### src/rtl/stepped_pwm.sv
`timescale 1ns/1ps
module stepped_pwm #(
  parameter int CW  = 16,
  parameter int DIV = 2
) (
  input  logic          clk,
  input  logic          rst_n,
  input  logic          en,
  input  logic          tbl_we,
  input  logic [3:0]    tbl_idx,
  input  logic [CW-1:0] tbl_per,
  input  logic [CW-1:0] tbl_cmp,
  output logic          pwm_o,
  output logic          evt_o,
  output logic [3:0]    step_o
);
  localparam int STEPS = 12;
  localparam int DW    = (DIV > 1) ? $clog2(DIV) : 1;

  function automatic logic [CW-1:0] base_per(input int i);
    case (i)
      0: return CW'(173);  1: return CW'(393);  2: return CW'(373);
      3: return CW'(323);  4: return CW'(251);  5: return CW'(337);
      6: return CW'(336);  7: return CW'(237);  8: return CW'(266);
      9: return CW'(302); 10: return CW'(304); default: return CW'(311);
    endcase
  endfunction

  function automatic logic [CW-1:0] base_cmp(input int i);
    case (i)
      0: return CW'(130);  1: return CW'(267);  2: return CW'(178);
      3: return CW'(107);  4: return CW'(50);   5: return CW'(37);
      6: return CW'(36);   7: return CW'(37);   8: return CW'(50);
      9: return CW'(107); 10: return CW'(178); default: return CW'(267);
    endcase
  endfunction

  function automatic logic [3:0] after(input logic [3:0] s);
    return (s == 4'(STEPS)) ? 4'd1 : s + 4'd1;
  endfunction

  logic [DW-1:0] div_q;
  logic [CW-1:0] ctr, act_per, act_cmp, sh_per, sh_cmp;
  logic [CW-1:0] per_tab [STEPS];
  logic [CW-1:0] cmp_tab [STEPS];
  logic [3:0]    fetch;

  wire tick    = en && (div_q == DW'(DIV - 1));
  wire prd_hit = tick && (ctr == act_per);
  wire cmp_hit = tick && (ctr == act_cmp);
  assign fetch = after(after(step_o)) - 4'd1;

  always_ff @(posedge clk or negedge rst_n) begin
    if (!rst_n) begin
      for (int i = 0; i < STEPS; i++) begin
        per_tab[i] <= base_per(i);
        cmp_tab[i] <= base_cmp(i);
      end
    end else begin
      for (int i = 0; i < STEPS; i++)
        if (tbl_we && tbl_idx == 4'(i + 1)) begin
          per_tab[i] <= tbl_per;
          cmp_tab[i] <= tbl_cmp;
        end
    end
  end

  always_ff @(posedge clk or negedge rst_n) begin
    if (!rst_n) begin
      div_q   <= '0;
      ctr     <= '0;
      act_per <= base_per(0);
      act_cmp <= base_cmp(0);
      sh_per  <= base_per(1);
      sh_cmp  <= base_cmp(1);
      step_o  <= 4'd1;
      pwm_o   <= 1'b0;
      evt_o   <= 1'b0;
    end else begin
      if (en) div_q <= tick ? '0 : div_q + 1'b1;
      evt_o <= prd_hit;
      if (prd_hit) begin
        ctr     <= '0;
        act_per <= sh_per;
        act_cmp <= sh_cmp;
        sh_per  <= per_tab[fetch];
        sh_cmp  <= cmp_tab[fetch];
        step_o  <= after(step_o);
        pwm_o   <= 1'b0;
      end else if (tick) begin
        ctr <= ctr + 1'b1;
        if (cmp_hit) pwm_o <= 1'b1;
      end
    end
  end
endmodule

### config.mk
export PLATFORM = sky130hd
export DESIGN_NAME = stepped_pwm
export DESIGN_NICKNAME = d
export VERILOG_FILES = /design/src/rtl/stepped_pwm.sv
export SDC_FILE = /design/constraint.sdc
export NUM_CORES = 1
export LEC_CHECK = 0
export BUFFER_PORTS_ARGS = -buffer_cell sky130_fd_sc_hd__buf_2
export CORE_MARGIN = 2
export CORE_UTILIZATION = 55
export DETAILED_ROUTE_END_ITERATION = 7
export PLACE_DENSITY = 0.82
export SETUP_SLACK_MARGIN = 0.15
export SYNTH_ARGS = -nofsm -noshare
export SYNTH_HDL_FRONTEND = slang
export SYNTH_SLANG_ARGS = --single-unit
export TNS_END_PERCENT = 20
### constraint.sdc
create_clock -name clk -period 6.33 [get_ports clk]
set_input_delay 0.633 -clock clk [delete_from_list [all_inputs] [get_ports clk]]
set_output_delay 0.633 -clock clk [all_outputs]
set_load 0.05 [all_outputs]
## After elaboration in Yosys (flattened, before gate mapping)

Index checks and enable logic that the tools add are counted.

| cells by class | value |
|---|---|
| reduce and logical (&&, ||, !) cells | 18 |
| equal/unequal tests | 16 |
| bitwise operators | 1 |
| add/subtract/negate cells | 5 |
| $lt $le $gt $ge | 1 |
| multiplexer cells | 14 |

Operators by type and width:

| operator | number |
|---|---|
| $bmux W16 S4 | 2 |
| $mux W16 | 6 |
| $eq A16 B16 Y1 | 2 |
| $eq A4 B4 Y1 const B | 7 |
| $add A16 B1 Y16 const B | 1 |
| $eq A4 B3 Y1 const B | 4 |
| $logic_and A1 B1 Y1 | 15 |
| $add A4 B1 Y4 const B | 2 |
| $eq A4 B2 Y1 const B | 2 |
| $mux W4 | 2 |
| $ge A5 B5 Y1 const B | 1 |
| $not A4 Y5 | 1 |
| $eq A4 B1 Y1 const B | 1 |
| $mux W1 | 4 |
| $reduce_bool A2 Y1 | 2 |
| $sub A4 B1 Y4 const B | 1 |
| $reduce_and A2 Y1 | 1 |
| $add A1 B1 Y1 const B | 1 |

| word-level totals | value |
|---|---|
| input port bits | 40 |
| bits in registers | 471 |
| output and inout port bits | 6 |

## Longest topological paths before layout

Gate-level depths: netlist of the first run.

| logic depth | value |
|---|---|
| word-level depth | 9 |
| mapped depth | 12 |
| mapped depth without buffers | 7 |

## Worst setup path before layout of the first run

No wires, ideal clock.

| timing | value |
|---|---|
| kind | flip-flop to flip-flop |
| from | register step_o[0] |
| to | register sh_cmp[3] |
| path buffers | 5 |
| path slack | 3373 ps |
| stages on the path, launching flop included | 13 |
| required time | 6253 ps |
| arrival time | 2880 ps |
| library setup time | 77 ps |
| clock period less this slack | 2957 ps |
| cell sequence | dfstp_2 buf_2 inv_2 clkbuf_1 ha_1 buf_2 buf_2 clkbuf_1 nand2_1 a211oi_1 o21ai_0 a211o_1 a31oi_1 |

| between the ends | value |
|---|---|
| word-level cells in the longest chain between the ends | 9 |
| elaborated cells between the ends (all ways) | 11 |
| those cells by class | add/sub (3); eq/ne (2); mux (5); bitwise (1) |

RTL lines:

| item | RTL line | text |
|---|---|---|
| from (decl) | 15 | `output logic [3:0] step_o` |
| from (signal assigned) | 88 | `step_o <= after(step_o);` |
| $add A4 B1 Y4 / $eq A4 B4 Y1 (equally long branches) | 39 | `return (s == 4'(STEPS)) ? 4'd1 : s + 4'd1;` |
| $mux W4 (*) | 39 |  |
| $add A4 B1 Y4 / $eq A4 B4 Y1 (equally long branches) | 39 |  |
| $mux W4 (*) | 39 |  |
| $sub A4 B1 Y4 (*) | 51 | `assign fetch = after(after(step_o)) - 4'd1;` |
| $not A4 Y5 (implied by the code) (*) | 87 | `sh_cmp <= cmp_tab[fetch];` |
| $bmux W16 S4 (*) | 87 |  |
| $mux W16 (implied by the code) (*) (2 in series) | 87 |  |
| to (signal assigned) | 75 | `sh_cmp <= base_cmp(1);` |
| to (signal assigned) | 87 |  |
| to (decl) | 43 | `logic [CW-1:0] ctr, act_per, act_cmp, sh_per, sh_cmp;` |

Every way passes the cells marked *; elsewhere a longest branch is shown, timed or not. The select of a mux whose other input is x is not followed.
A chain may end at the register's enable or synchronous reset.

## Final worst setup path of the first run

| timing | value |
|---|---|
| from | register step_o[0] |
| to | register sh_cmp[6] |

Same word-level chain as after synthesis.

==> results of run 1 <==
cell families (layout without fill, tap and decap cells):
family	after synthesis	count (layout)
AOI/OAI and AO/OA	405	405
DFF	471	471
adders and majority gates	4	4
and+or+nand+nor	466	466
muxes	416	416
xor gates and xnor gates	46	46
other	0	1
buffers and inverters	219	164
flip-flops by register name, summed over array words and instances, names as in the netlist:
register	count
div_q	1
act_cmp	16
evt_o	1
sh_per	16
sh_cmp	16
ctr	16
cmp_tab	192
step_o	4
per_tab	192
pwm_o	1
act_per	16
power groups by stage:
stage	sequential, W	clock [W]	combinational (W)
floorplan	0.00430	0	0.00379
global placement	0.00449	0	0.00469
detailed placement	0.00455	0	0.00485
CTS	0.00451	0.00272	0.00489
global route	0.00461	0.00286	0.00539
finish	0.00452	0.00270	0.00496
layer usage:
layer / global-route usage / part of all wire
met1: 0.3551 / 0.41
met2: 0.4463 / 0.49
met3: 0.03907 / 0.066
met4: 0.1099 / 0.040
met5: 0 / 0.00024
synthesized netlist by cell type (all sizes together) (4+ instances only):
master	n	area, µm²
a21oi	35	178.9
nand2	170	638.1
nor4	4	31.28
nand4	73	456.7
nand3	10	55.05
buf	70	366.6
mux2	416	4684
a22o	32	280.3
a31oi	66	412.9
nor3	5	25.02
nor2	21	78.83
and3	4	25.02
inv	5	18.76
ha	4	50.05
a211oi	65	488.0
clkbuf	143	536.8
dfrtp	357	8934
o21ai	101	505.5
nand2b	165	1032
xnor2	37	324.1
dfstp	114	2995
xor2	9	78.83
a211o	32	280.3
a22oi	64	480.5
cell type report:
| cell class | instances | share of cell area |
|---|---|---|
| sequential | 471 | 0.4768 |
| multi-input combinational | 1337 | 0.4158 |
| clock buffer | 80 | 0.05844 |
| tap | 539 | 0.02695 |
| timing repair buffer | 74 | 0.02010 |
| clock inverter | 4 | 0.0008999 |
| inverter | 6 | 0.0008999 |
| antenna | 1 | 0.00009998 |
final timing paths:
check / from / to / slack [ps] / cells after the start
max in group asynchronous: rst_n / cmp_tab[125] / 4650 / 2
worst max register to register: step_o[0] / sh_cmp[6] / 2320 / 9
worst min register to register: per_tab[130] / per_tab[130] / 500 / 1
worst min-delay path: rst_n / per_tab[75] / 160 / 1
worst max-delay path: step_o[0] / sh_cmp[6] / 2320 / 9
min in group clk: en / div_q / 300 / 2
worst max-delay path: stages, from the launching register on:
cell and delay, ps:
sky130_fd_sc_hd__dfstp_4 720, sky130_fd_sc_hd__inv_2 190, sky130_fd_sc_hd__buf_4 760, sky130_fd_sc_hd__ha_1 320, sky130_fd_sc_hd__nor2b_1 300, sky130_fd_sc_hd__o31a_2 170, sky130_fd_sc_hd__buf_4 670, sky130_fd_sc_hd__o21ai_0 260
sky130_fd_sc_hd__a211o_1 330, sky130_fd_sc_hd__a31oi_1 160
stage by stage:
stage / std cells / hold WS, ps
2_1_floorplan: 2027 / 337.4
3_3_place_gp: 2427 / 473.4
3_5_place_dp: 2427 / 484.1
4_1_cts: 2511 / 215.2
5_1_grt: 2511 / 238.7
6_report: 2512 / 157.1
==> run_results.csv, run 1 <==
group,metric,value,unit
detailed_routing,wl_per_cell,23.11,µm
detailed_routing,postRouteAntennaNets,0,
timing,timing.final.crit_period,4011,ps
power_and_ir_drop,p_leak,10.23,nW
placement,post_placement_setup_slack,2408,ps
power_and_ir_drop,internal_power,0.007527,W
floorplanning,rows,75,
layout,most_used_cells_in_the_layout_excluding_fill_and_tap_cells,"sky130_fd_sc_hd__mux2_2 (380), sky130_fd_sc_hd__dfrtp_1 (357), sky130_fd_sc_hd__nand2_1 (170)",
setup_path,worst_setup_path_start_kind,"flop",
detailed_routing,detailedRoute.firstIterationViolations,1544,
power_and_ir_drop,combinationalPowerShare,0.407,
timing,fin_tns_setup,0,ps
logic_synthesis,synth-simple-area-share,0.1056,
power_and_ir_drop,vdd.ir_drop.worst,0.5336,mV
floorplanning,design.portCount,46,
detailed_routing,route.detailed.drc,0,
clocking,cts_buffer_depth,3,
global_route,globalRouteOverflowTotal,0,
power_and_ir_drop,switching_share,0.3821,
run,maxCapViolCount,0,
logic_synthesis,synth_fp_nets,2071,
layout,multi_input_comb_area,0.01041,mm²
global_route,grtUsageTotal,0.2684,
logic_synthesis,synthesis.area_per_instance,11.42,µm²
logic_synthesis,synth_sequential_area_ratio,0.5154,
setup_path,worst_ep_arrival_time,4500,ps
clocking,cts_buffers,46,
timing,post-route-period-util,0.6336,
power_and_ir_drop,report.power.total,0.01218,W
logic_synthesis,synth.yosys.warnings,0,
power_and_ir_drop,power.net_switching,0.004654,W
timing,grt_setup_unrepaired,"false",
clocking,postCtsResizedCells,0,
layout,nFillCells,3138,
floorplanning,die_extent_in_x,209.1,µm
logic_synthesis,post_synthesis_compound_gate_area_fraction,0.1170,
timing,timing.clock.skew,8.376,ps
power_and_ir_drop,power.density,486.7,mW/mm²
global_route,antenna_violations_before_repair,1,
placement,postPlaceCellArea,0.02354,mm²
floorplanning,die_y,209.1,µm
detailed_routing,via_per_inst,6.441,
setup_path,endpoint_kind,"flop",
clocking,clock_tree.root_cell,"sky130_fd_sc_hd__clkbuf_16",
floorplanning,dieArea,0.04374,mm²
clocking,clk_pin_slew,60,ps
power_and_ir_drop,clkPwrFrac,0.221,
setup_path,crit_path_max_fanout,83,
timing,final-hold-violation-count,0,
global_route,wire_length_of_the_first_global_routing_pass,92.72,mm
logic_synthesis,synth_xor_xnor_area_share,0.01741,
clocking,h-tree-depth,2,
logic_synthesis,synth_async_sr_flop_share,1.000,
detailed_routing,drt-pass1-iter-count,6,
logic_synthesis,synth.cell_area,0.02314,mm²
timing,postLayoutSetupSlackWorst,2319,ps
layout,mostFrequentLayoutCell,"sky130_fd_sc_hd__mux2_2",
logic_synthesis,synth_cell_types,49,
setup_path,path_class,"flop to flop",
clocking,clkLatencyLatePin,560,ps
status,result_of_the_run,"finished clean",
global_route,largest_net_degree_at_the_start_of_global_routing,188,
timing,report.final.slew_viol_count,0,
layout,nets,1980,
global_route,first_global_vias,16650,
layout,design_area,0.02503,mm²
detailed_routing,route.vias.total,16180,
layout,layout.core_utilization,0.5993,
timing,setup_viol,0,
clocking,number_of_hold_buffers_added_after_cts,0,
power_and_ir_drop,power.sequential.fraction,0.371,
clocking,cts_tree,"yes",
layout,area_growth,8.136,%
logic_synthesis,yosys.area_share.adder,0.002162,
timing,timing_worst_slew_pin_value,1134,ps
floorplanning,initial_utilization,0.5542,
logic_synthesis,synth_cells,2027,
placement,dp_hpwl,30.51,mm
timing,fmaxAchievable,249.3,MHz
logic_synthesis,post_synth_mux_area_share,0.2024,
layout,seqCellArea,0.01193,mm²
worst_hold_path,hp-class,"input pin to async pin",
placement,numPortBuffers,45,
setup_path,worst-endpoint-required,6820,ps
logic_synthesis,synth_seq_cells,471,
detailed_routing,totalWireLength,58.06,mm
timing,slew_headroom,0.2443,
logic_synthesis,synth-main-ff-cell,"sky130_fd_sc_hd__dfrtp_1",
placement,placer_s_final_routability_congestion_estimate,0.8218,
floorplanning,coreArea,0.04176,mm²
layout,drive_gt1_frac,0.3322,
logic_synthesis,synth_top_family_by_area,"multiplexers",
clocking,cts_setup_buffers,0,
logic_synthesis,synth-edff-count,0,
clocking,clock-sinks,471,
(Power assumes the default switching activity.)
==> run 2, diff against run 1 <==
--- a/config.mk
+++ b/config.mk
@@ -5,6 +5,7 @@
 export SDC_FILE = /design/constraint.sdc
 export NUM_CORES = 1
 export LEC_CHECK = 0
+export ABC_AREA = 1
 export BUFFER_PORTS_ARGS = -buffer_cell sky130_fd_sc_hd__buf_2
 export CORE_MARGIN = 2
 export CORE_UTILIZATION = 55
==> constraint.sdc (replaced) <==
create_clock -name clk -period 4.1 [get_ports clk]
set_input_delay 0.41 -clock clk [delete_from_list [all_inputs] [get_ports clk]]
set_output_delay 0.41 -clock clk [all_outputs]
set_load 0.05 [all_outputs]
==> run 2 against run 1 <==
Die area down 4.4%. Final area down 3.5%. Fmax grew 14%. Sequential power grew 35%. Worst setup slack lost 1700 ps. Total power down 0.71%. Sequential share of layout area rose by 1.7 points. Clock power increased by 64%. Critical path type unchanged. Cell count grew 30%. Largest power group is now registers. Largest cell class unchanged. Critical endpoint is now sh_per[5]. Register-to-register slack lost 1700 ps. Core utilization increased by 0.83 points. Synthesized cell count up 37%.
==> run_results.csv, run 2 <==
group,metric,value,unit
power_and_ir_drop,vdd.ir_drop.worst,0.3291,mV
floorplanning,die_extent_in_x,204.5,µm
clocking,cts_buffer_depth,3,
detailed_routing,route.detailed.drc,0,
layout,layout.core_utilization,0.6077,
global_route,gr-usage-met2,0.4574,
detailed_routing,wl_per_cell,18.39,µm
floorplanning,coreArea,0.03973,mm²
layout,reg.largest.list,"cmp_tab: 192 flops, per_tab: 192 flops",
power_and_ir_drop,power.density,500.9,mW/mm²
power_and_ir_drop,power.sequential.fraction,0.505,
setup_path,worst_setup_path_start_kind,"flop",
global_route,grtUsageTotal,0.2956,
logic_synthesis,synth_fp_nets,2819,
power_and_ir_drop,clkPwrFrac,0.366,
setup_path,r2r_cells,11,
worst_hold_path,hold_path_depth,3,
timing,slew_headroom,0.2324,
timing,timing_worst_slew_pin_value,1147,ps
logic_synthesis,synth_top_area_frac,0.4040,
clocking,clkLatencyLatePin,570,ps
setup_path,cp.buffers_inverters,3,
logic_synthesis,netlist_top_cells_area,"sky130_fd_sc_hd__dfrtp_1 (40%), sky130_fd_sc_hd__nand2_1 (15%), sky130_fd_sc_hd__dfstp_2 (14%)",
setup_path,timing.critical_path.cells,"inv_1 -> ha_4 -> clkinv_2 -> nor2_1 -> nand2_1 -> nand2_1 -> nand2_2 -> inv_2 -> nand3_1 -> nand2_1 -> nand2_1",
setup_path,worst_ep_arrival_time,3970,ps
global_route,first_global_vias,18580,
logic_synthesis,synthesis.area_per_instance,7.968,µm²
logic_synthesis,synth_async_sr_flop_share,1.000,
global_route,grtUsageMet1,0.4163,
setup_path,r2r-start,"step_o[0]",
clocking,cts_buffers,47,
layout,nFillCells,3321,
timing,setup_viol,0,
detailed_routing,route.vias.total,19180,
setup_path,crit_path_max_fanout,39,
timing,grt_setup_unrepaired,"false",
placement,dp_hpwl,32.93,mm
timing,post-route-period-util,0.8560,
detailed_routing,detailedRoute.firstIterationViolations,2327,
worst_hold_path,hold-path-endpoint,"div_q",
detailed_routing,postRouteAntennaNets,0,
clocking,clock_tree.root_cell,"sky130_fd_sc_hd__clkbuf_16",
logic_synthesis,synth_cells,2775,
floorplanning,initial_utilization,0.5565,
floorplanning,design.portCount,46,
logic_synthesis,synth-main-ff-cell,"sky130_fd_sc_hd__dfrtp_1",
layout,area_growth,9.189,%
placement,numPortBuffers,45,
power_and_ir_drop,p_leak,11.72,nW
timing,report.final.slew_viol_count,0,
logic_synthesis,synth_commonest_cells,"sky130_fd_sc_hd__nand2_1 (906), sky130_fd_sc_hd__o21ai_0 (430), sky130_fd_sc_hd__dfrtp_1 (357), sky130_fd_sc_hd__nand3_1 (306), sky130_fd_sc_hd__inv_1 (211)",
logic_synthesis,synth_cell_types,32,
setup_path,crit_path_max_delay_cell_type,"sky130_fd_sc_hd__dfstp_4",
detailed_routing,totalWireLength,59.95,mm
floorplanning,rows,73,
timing,timing.clock.skew,15.99,ps
timing,final-hold-violation-count,0,
logic_synthesis,synth-edff-count,0,
clocking,postCtsResizedCells,0,
global_route,antenna_violations_before_repair,1,
logic_synthesis,yosysMostFrequentCell,"sky130_fd_sc_hd__nand2_1",
timing,postLayoutSetupSlackWorst,590.6,ps
clocking,cts_tree,"yes",
worst_hold_path,hp-class,"input pin to flop",
logic_synthesis,synth.cell_area,0.02211,mm²
setup_path,endpoint_kind,"flop",
power_and_ir_drop,combinationalPowerShare,0.130,
logic_synthesis,synth_seq_cells,471,
detailed_routing,drt-pass1-iter-count,6,
floorplanning,die_y,204.5,µm
clocking,h-tree-depth,2,
worst_hold_path,hp-start,"en",
timing,timing.final.crit_period,3509,ps
setup_path,critical_path.most_common_cell,"sky130_fd_sc_hd__nand2_1",
global_route,wire_length_of_the_first_global_routing_pass,98.39,mm
setup_path,reg_to_reg_slack_setup,590,ps
placement,placer_s_final_routability_congestion_estimate,0.8575,
setup_path,max_stage_delay,810,ps
timing,hold-worst-slack,132.4,ps
setup_path,r2r_end,"sh_per[5]",
layout,most_used_cells_in_the_layout_excluding_fill_and_tap_cells,"sky130_fd_sc_hd__nand2_1 (898), sky130_fd_sc_hd__o21ai_0 (430), sky130_fd_sc_hd__dfrtp_1 (357)",
status,result_of_the_run,"finished clean",
layout,mostFrequentLayoutCell,"sky130_fd_sc_hd__nand2_1",
layout,drive_gt1_frac,0.1090,
layout,nets,2739,
timing,fin_tns_setup,0,ps
setup_path,worst-endpoint-required,4560,ps
detailed_routing,via_per_inst,5.882,
timing,fmaxAchievable,284.9,MHz
clocking,clk_pin_slew,60,ps
logic_synthesis,synth_sequential_area_ratio,0.5395,
setup_path,crit_family,"buffers and inverters",
setup_path,path_class,"flop to flop",
run,maxCapViolCount,0,
global_route,largest_net_degree_at_the_start_of_global_routing,125,
floorplanning,dieArea,0.04182,mm²
clocking,clock-sinks,471,
global_route,grt_busiest_layer,"met2",
global_route,groute.layer.met3.usage,0.05775,
logic_synthesis,synth.yosys.warnings,0,
global_route,globalRouteOverflowTotal,0,
power_and_ir_drop,power.net_switching,0.003255,W
power_and_ir_drop,internal_power,0.008840,W
power_and_ir_drop,switching_share,0.2692,
placement,post_placement_setup_slack,688.9,ps
logic_synthesis,netlist.top_cell.by_area,"sky130_fd_sc_hd__dfrtp_1",
power_and_ir_drop,report.power.total,0.01210,W
## run 2: cell count changes after synthesis, sizes merged, moves of 65 or more
cell | before | now
nand2 | 170 | 909
mux2 | 416 | 0
o21ai | 101 | 430
nand3 | 10 | 309
inv | 5 | 215
nand2b | 165 | 0
a211oi | 65 | 0
a31oi | 66 | 1
## run 2: stage by stage
stage | cell area (µm²) | cells
global route | 24140 | 3260
floorplan | 22110 | 2775
CTS | 24140 | 3259
global placement | 22540 | 3170
detailed placement | 22540 | 3170
finish | 24140 | 3260
## run 2: worst max-delay path by stage
| stage | cells past startpoint | end | startpoint | slack, ps |
|---|---|---|---|---|
| 2_1_floorplan | 14 | sh_per[13] | step_o[0] | 1130 |
| 3_3_place_gp | 11 | sh_cmp[15] | step_o[0] | 720 |
| 3_5_place_dp | 11 | sh_per[5] | step_o[0] | 690 |
| 4_1_cts | 11 | sh_per[13] | step_o[0] | 670 |
| 5_1_grt | 11 | sh_per[13] | step_o[0] | 420 |
| 6_report | 11 | sh_per[5] | step_o[0] | 590 |
## run 2: final cells by class
class / instances / area [µm²] / share of cell area
Antenna cell: 1 / 2.502 / 0.0001036
Clock buffer: 73 / 1434 / 0.05939
Clock inverter: 15 / 161.4 / 0.006685
Inverter: 216 / 812.0 / 0.03363
Multi-Input combinational cell: 1876 / 8534 / 0.3535
Sequential cell: 471 / 11930 / 0.4942
Tap cell: 525 / 656.9 / 0.02721
Timing Repair Buffer: 83 / 610.6 / 0.02529
## run 2: logic make-up (layout without fill, tap and decap cells)
| logic type | Yosys count | count (layout) | share of synthesized area |
|---|---|---|---|
| other | 0 | 1 | 0 |
| adder cells (fa/ha/maj) | 4 | 4 | 0.002263 |
| buffers and inverters | 428 | 387 | 0.07746 |
| AND/OR/NAND/NOR | 1324 | 1324 | 0.2477 |
| AO/OA/AOI/OAI | 522 | 522 | 0.1228 |
| flip-flops | 471 | 471 | 0.5395 |
| XOR/XNOR | 26 | 26 | 0.01030 |
## run 2: power by group through the flow
stage          logic [W]  clock network (W)  registers (W)
6_report         0.00157            0.00442        0.00610
5_1_grt          0.00187            0.00465        0.00619
3_5_place_dp     0.00156                  0        0.00615
4_1_cts          0.00158            0.00445        0.00608
3_3_place_gp     0.00147                  0        0.00610
2_1_floorplan    0.00119                  0        0.00601
## run 2: layer usage
metal,vias to the layer above,part of all wire
met4,0,0.031
li1,8773,-
met2,1012,0.45
met1,9235,0.41
met3,155,0.10
met5,-,0
## run 2: what timing repair did
action	CTS	global route
setup endpoints to repair	0	0
buffers inserted	0	0
endpoints found under the hold margin	11	0
hold buffers	1	0
## run 2: worst register-to-register path, stage by stage, from the launching register on
cell	delay, ps
sky130_fd_sc_hd__dfstp_4	810
sky130_fd_sc_hd__inv_1	150
sky130_fd_sc_hd__ha_4	640
sky130_fd_sc_hd__clkinv_2	380
sky130_fd_sc_hd__nor2_1	240
sky130_fd_sc_hd__nand2_1	70
sky130_fd_sc_hd__nand2_1	70
sky130_fd_sc_hd__nand2_2	50
sky130_fd_sc_hd__inv_2	640
sky130_fd_sc_hd__nand3_1	190
sky130_fd_sc_hd__nand2_1	110
sky130_fd_sc_hd__nand2_1	60
==> run 3, diff against run 2 <==
--- a/config.mk
+++ b/config.mk
@@ -10,8 +10,8 @@
 export CORE_MARGIN = 2
 export CORE_UTILIZATION = 55
 export DETAILED_ROUTE_END_ITERATION = 7
-export PLACE_DENSITY = 0.82
-export SETUP_SLACK_MARGIN = 0.15
+export PLACE_DENSITY = 0.69
+export SETUP_SLACK_MARGIN = 0.05
 export SYNTH_ARGS = -nofsm -noshare
 export SYNTH_HDL_FRONTEND = slang
 export SYNTH_SLANG_ARGS = --single-unit
==> run 3 against run 2 <==
Sequential cell count stayed put. Critical path depth unchanged. Sequential share of layout area shrank 0.097 points. Combinational power about the same. Critical endpoint is now sh_cmp[9]. Largest cell class unchanged. Highest routed layer unchanged.
==> run_results.csv, run 3 (synthesized netlist as in run 2, its figures left out) <==
group,metric,value,unit
detailed_routing,detailedRoute.firstIterationViolations,1748,
placement,dp_hpwl,32.19,mm
setup_path,critical_path.most_common_cell,"sky130_fd_sc_hd__nand2_1",
timing,hold-worst-slack,74.25,ps
floorplanning,rows,73,
layout,num_antenna_cells,0,
timing,final-hold-violation-count,0,
clocking,clk_pin_slew,60,ps
layout,nFillCells,3582,
timing,setup_viol,0,
layout,drive_gt1_frac,0.1071,
detailed_routing,via_per_inst,5.695,
clocking,clock_tree.root_cell,"sky130_fd_sc_hd__clkbuf_16",
placement,numPortBuffers,45,
setup_path,reg_to_reg_slack_setup,680,ps
setup_path,crit_family,"buffers and inverters",
power_and_ir_drop,p_leak,11.75,nW
clocking,cts_tree,"yes",
global_route,grtUsageTotal,0.3027,
detailed_routing,wl_per_cell,18.95,µm
timing,post-route-period-util,0.8342,
clocking,h-tree-depth,2,
placement,post_placement_setup_slack,874.6,ps
timing,timing_worst_slew_pin_value,1267,ps
layout,most_used_cells_in_the_layout_excluding_fill_and_tap_cells,"sky130_fd_sc_hd__nand2_1 (898), sky130_fd_sc_hd__o21ai_0 (430), sky130_fd_sc_hd__dfrtp_1 (357)",
global_route,first_global_vias,17530,
layout,nets,2739,
detailed_routing,drt-pass1-iter-count,6,
floorplanning,design.portCount,46,
global_route,wire_length_of_the_first_global_routing_pass,98.57,mm
floorplanning,coreArea,0.03973,mm²
detailed_routing,totalWireLength,61.81,mm
setup_path,endpoint_kind,"flop",
clocking,clkLatencyLatePin,590,ps
setup_path,worst_setup_path_start_kind,"flop",
setup_path,path_class,"flop to flop",
clocking,cts_buffers,51,
setup_path,cp.buffers_inverters,3,
global_route,globalRouteOverflowTotal,0,
clocking,clock-sinks,471,
floorplanning,die_y,204.5,µm
worst_hold_path,hp-start,"en",
status,result_of_the_run,"finished clean",
timing,timing.final.crit_period,3420,ps
layout,mostFrequentLayoutCell,"sky130_fd_sc_hd__nand2_1",
timing,fmaxAchievable,292.4,MHz
clocking,cts_setup_buffers,0,
setup_path,timing.critical_path.cells,"inv_1 -> ha_4 -> clkinv_2 -> nor2_1 -> nand2_1 -> nand2_1 -> nand2_2 -> inv_2 -> nand3_1 -> nand2_1 -> nand2_1",
worst_hold_path,hp-class,"input pin to flop",
setup_path,worst_ep_arrival_time,3890,ps
detailed_routing,route.vias.total,18570,
power_and_ir_drop,power.density,503.2,mW/mm²
setup_path,crit_path_max_delay_cell_type,"sky130_fd_sc_hd__dfstp_4",
setup_path,max_stage_delay,890,ps
clocking,cts_buffer_depth,3,
setup_path,crit_start,"step_o[0]",
timing,fin_tns_setup,0,ps
setup_path,r2r-start,"step_o[0]",
layout,area_growth,9.404,%
power_and_ir_drop,vdd.ir_drop.worst,0.2805,mV
setup_path,crit_path_max_fanout,33,
floorplanning,initial_utilization,0.5565,
timing,slew_headroom,0.1526,
global_route,largest_net_degree_at_the_start_of_global_routing,223,
timing,grt_setup_unrepaired,"false",
floorplanning,die_extent_in_x,204.5,µm
layout,reg.largest.list,"cmp_tab: 192 flops, per_tab: 192 flops",
detailed_routing,postRouteAntennaNets,0,
placement,placer_s_final_routability_congestion_estimate,0.8300,
floorplanning,dieArea,0.04182,mm²
timing,postLayoutSetupSlackWorst,680.0,ps
run,maxCapViolCount,0,
setup_path,worst-endpoint-required,4570,ps
global_route,antenna_violations_before_repair,0,
timing,timing.clock.skew,16.82,ps
detailed_routing,route.detailed.drc,0,
timing,report.final.slew_viol_count,0,
## run 3: what timing repair did
item / 4_1_cts / 5_1_grt
resized for setup: 0 / 0
hold buffers: 1 / 0
endpoints found under the hold margin: 69 / 0
## run 3: layout make-up
| type | instances | area [µm²] | area share |
|---|---|---|---|
| flip-flops and latches | 471 | 11930 | 0.4932 |
| inverters | 216 | 812.0 | 0.03357 |
| well taps | 525 | 656.9 | 0.02715 |
| multi-input cells | 1876 | 8544 | 0.3532 |
| repair buffers | 79 | 593.1 | 0.02452 |
| clock inverters | 14 | 125.1 | 0.005172 |
| clock buffers | 80 | 1528 | 0.06315 |
## run 3: where the power goes
part | leakage, nW | internal [W] | total [W] | switching, W
sequential | 5.75 | 0.00561 | 0.00609 | 0.000483
combinational | 5.19 | 0.000635 | 0.00154 | 0.000904
clock | 0.813 | 0.00268 | 0.00454 | 0.00187
total | 11.7 | 0.00892 | 0.0122 | 0.00326
## run 3: worst paths after layout
path / end / cells after the start
min: div_q / 3
max reg2reg: sh_cmp[9] / 11
max in group asynchronous: per_tab[175] / 3
min reg2reg: act_per[0] / 2
min in group asynchronous: cmp_tab[169] / 2
max: sh_cmp[9] / 11
## run 3: metrics by stage
stage / util / cell area, µm² / std cells / total power [W]
2_1_floorplan: - / 22110 / 2775 / 0.007206
3_3_place_gp: 0.5670 / 22530 / 3166 / 0.007586
3_5_place_dp: 0.5670 / 22530 / 3166 / 0.007683
4_1_cts: 0.6089 / 24190 / 3261 / 0.01224
5_1_grt: 0.6089 / 24190 / 3261 / 0.01282
6_report: 0.6089 / 24190 / 3261 / 0.01217
## run 3: metal layers
| metal | wire length, µm | share of wire | global-route usage |
|---|---|---|---|
| met3 | 4490 | 0.073 | 0.04279 |
| met4 | 1494 | 0.024 | 0.09394 |
| met5 | 0 | 0 | 0 |
| met2 | 28820 | 0.47 | 0.4855 |
| met1 | 27010 | 0.44 | 0.4288 |
## run 3: worst min-delay path, delay by kind of cell
kind,cells,cell delay [ps]
buffers and inverters,1,90
AND/OR/NAND/NOR,2,120
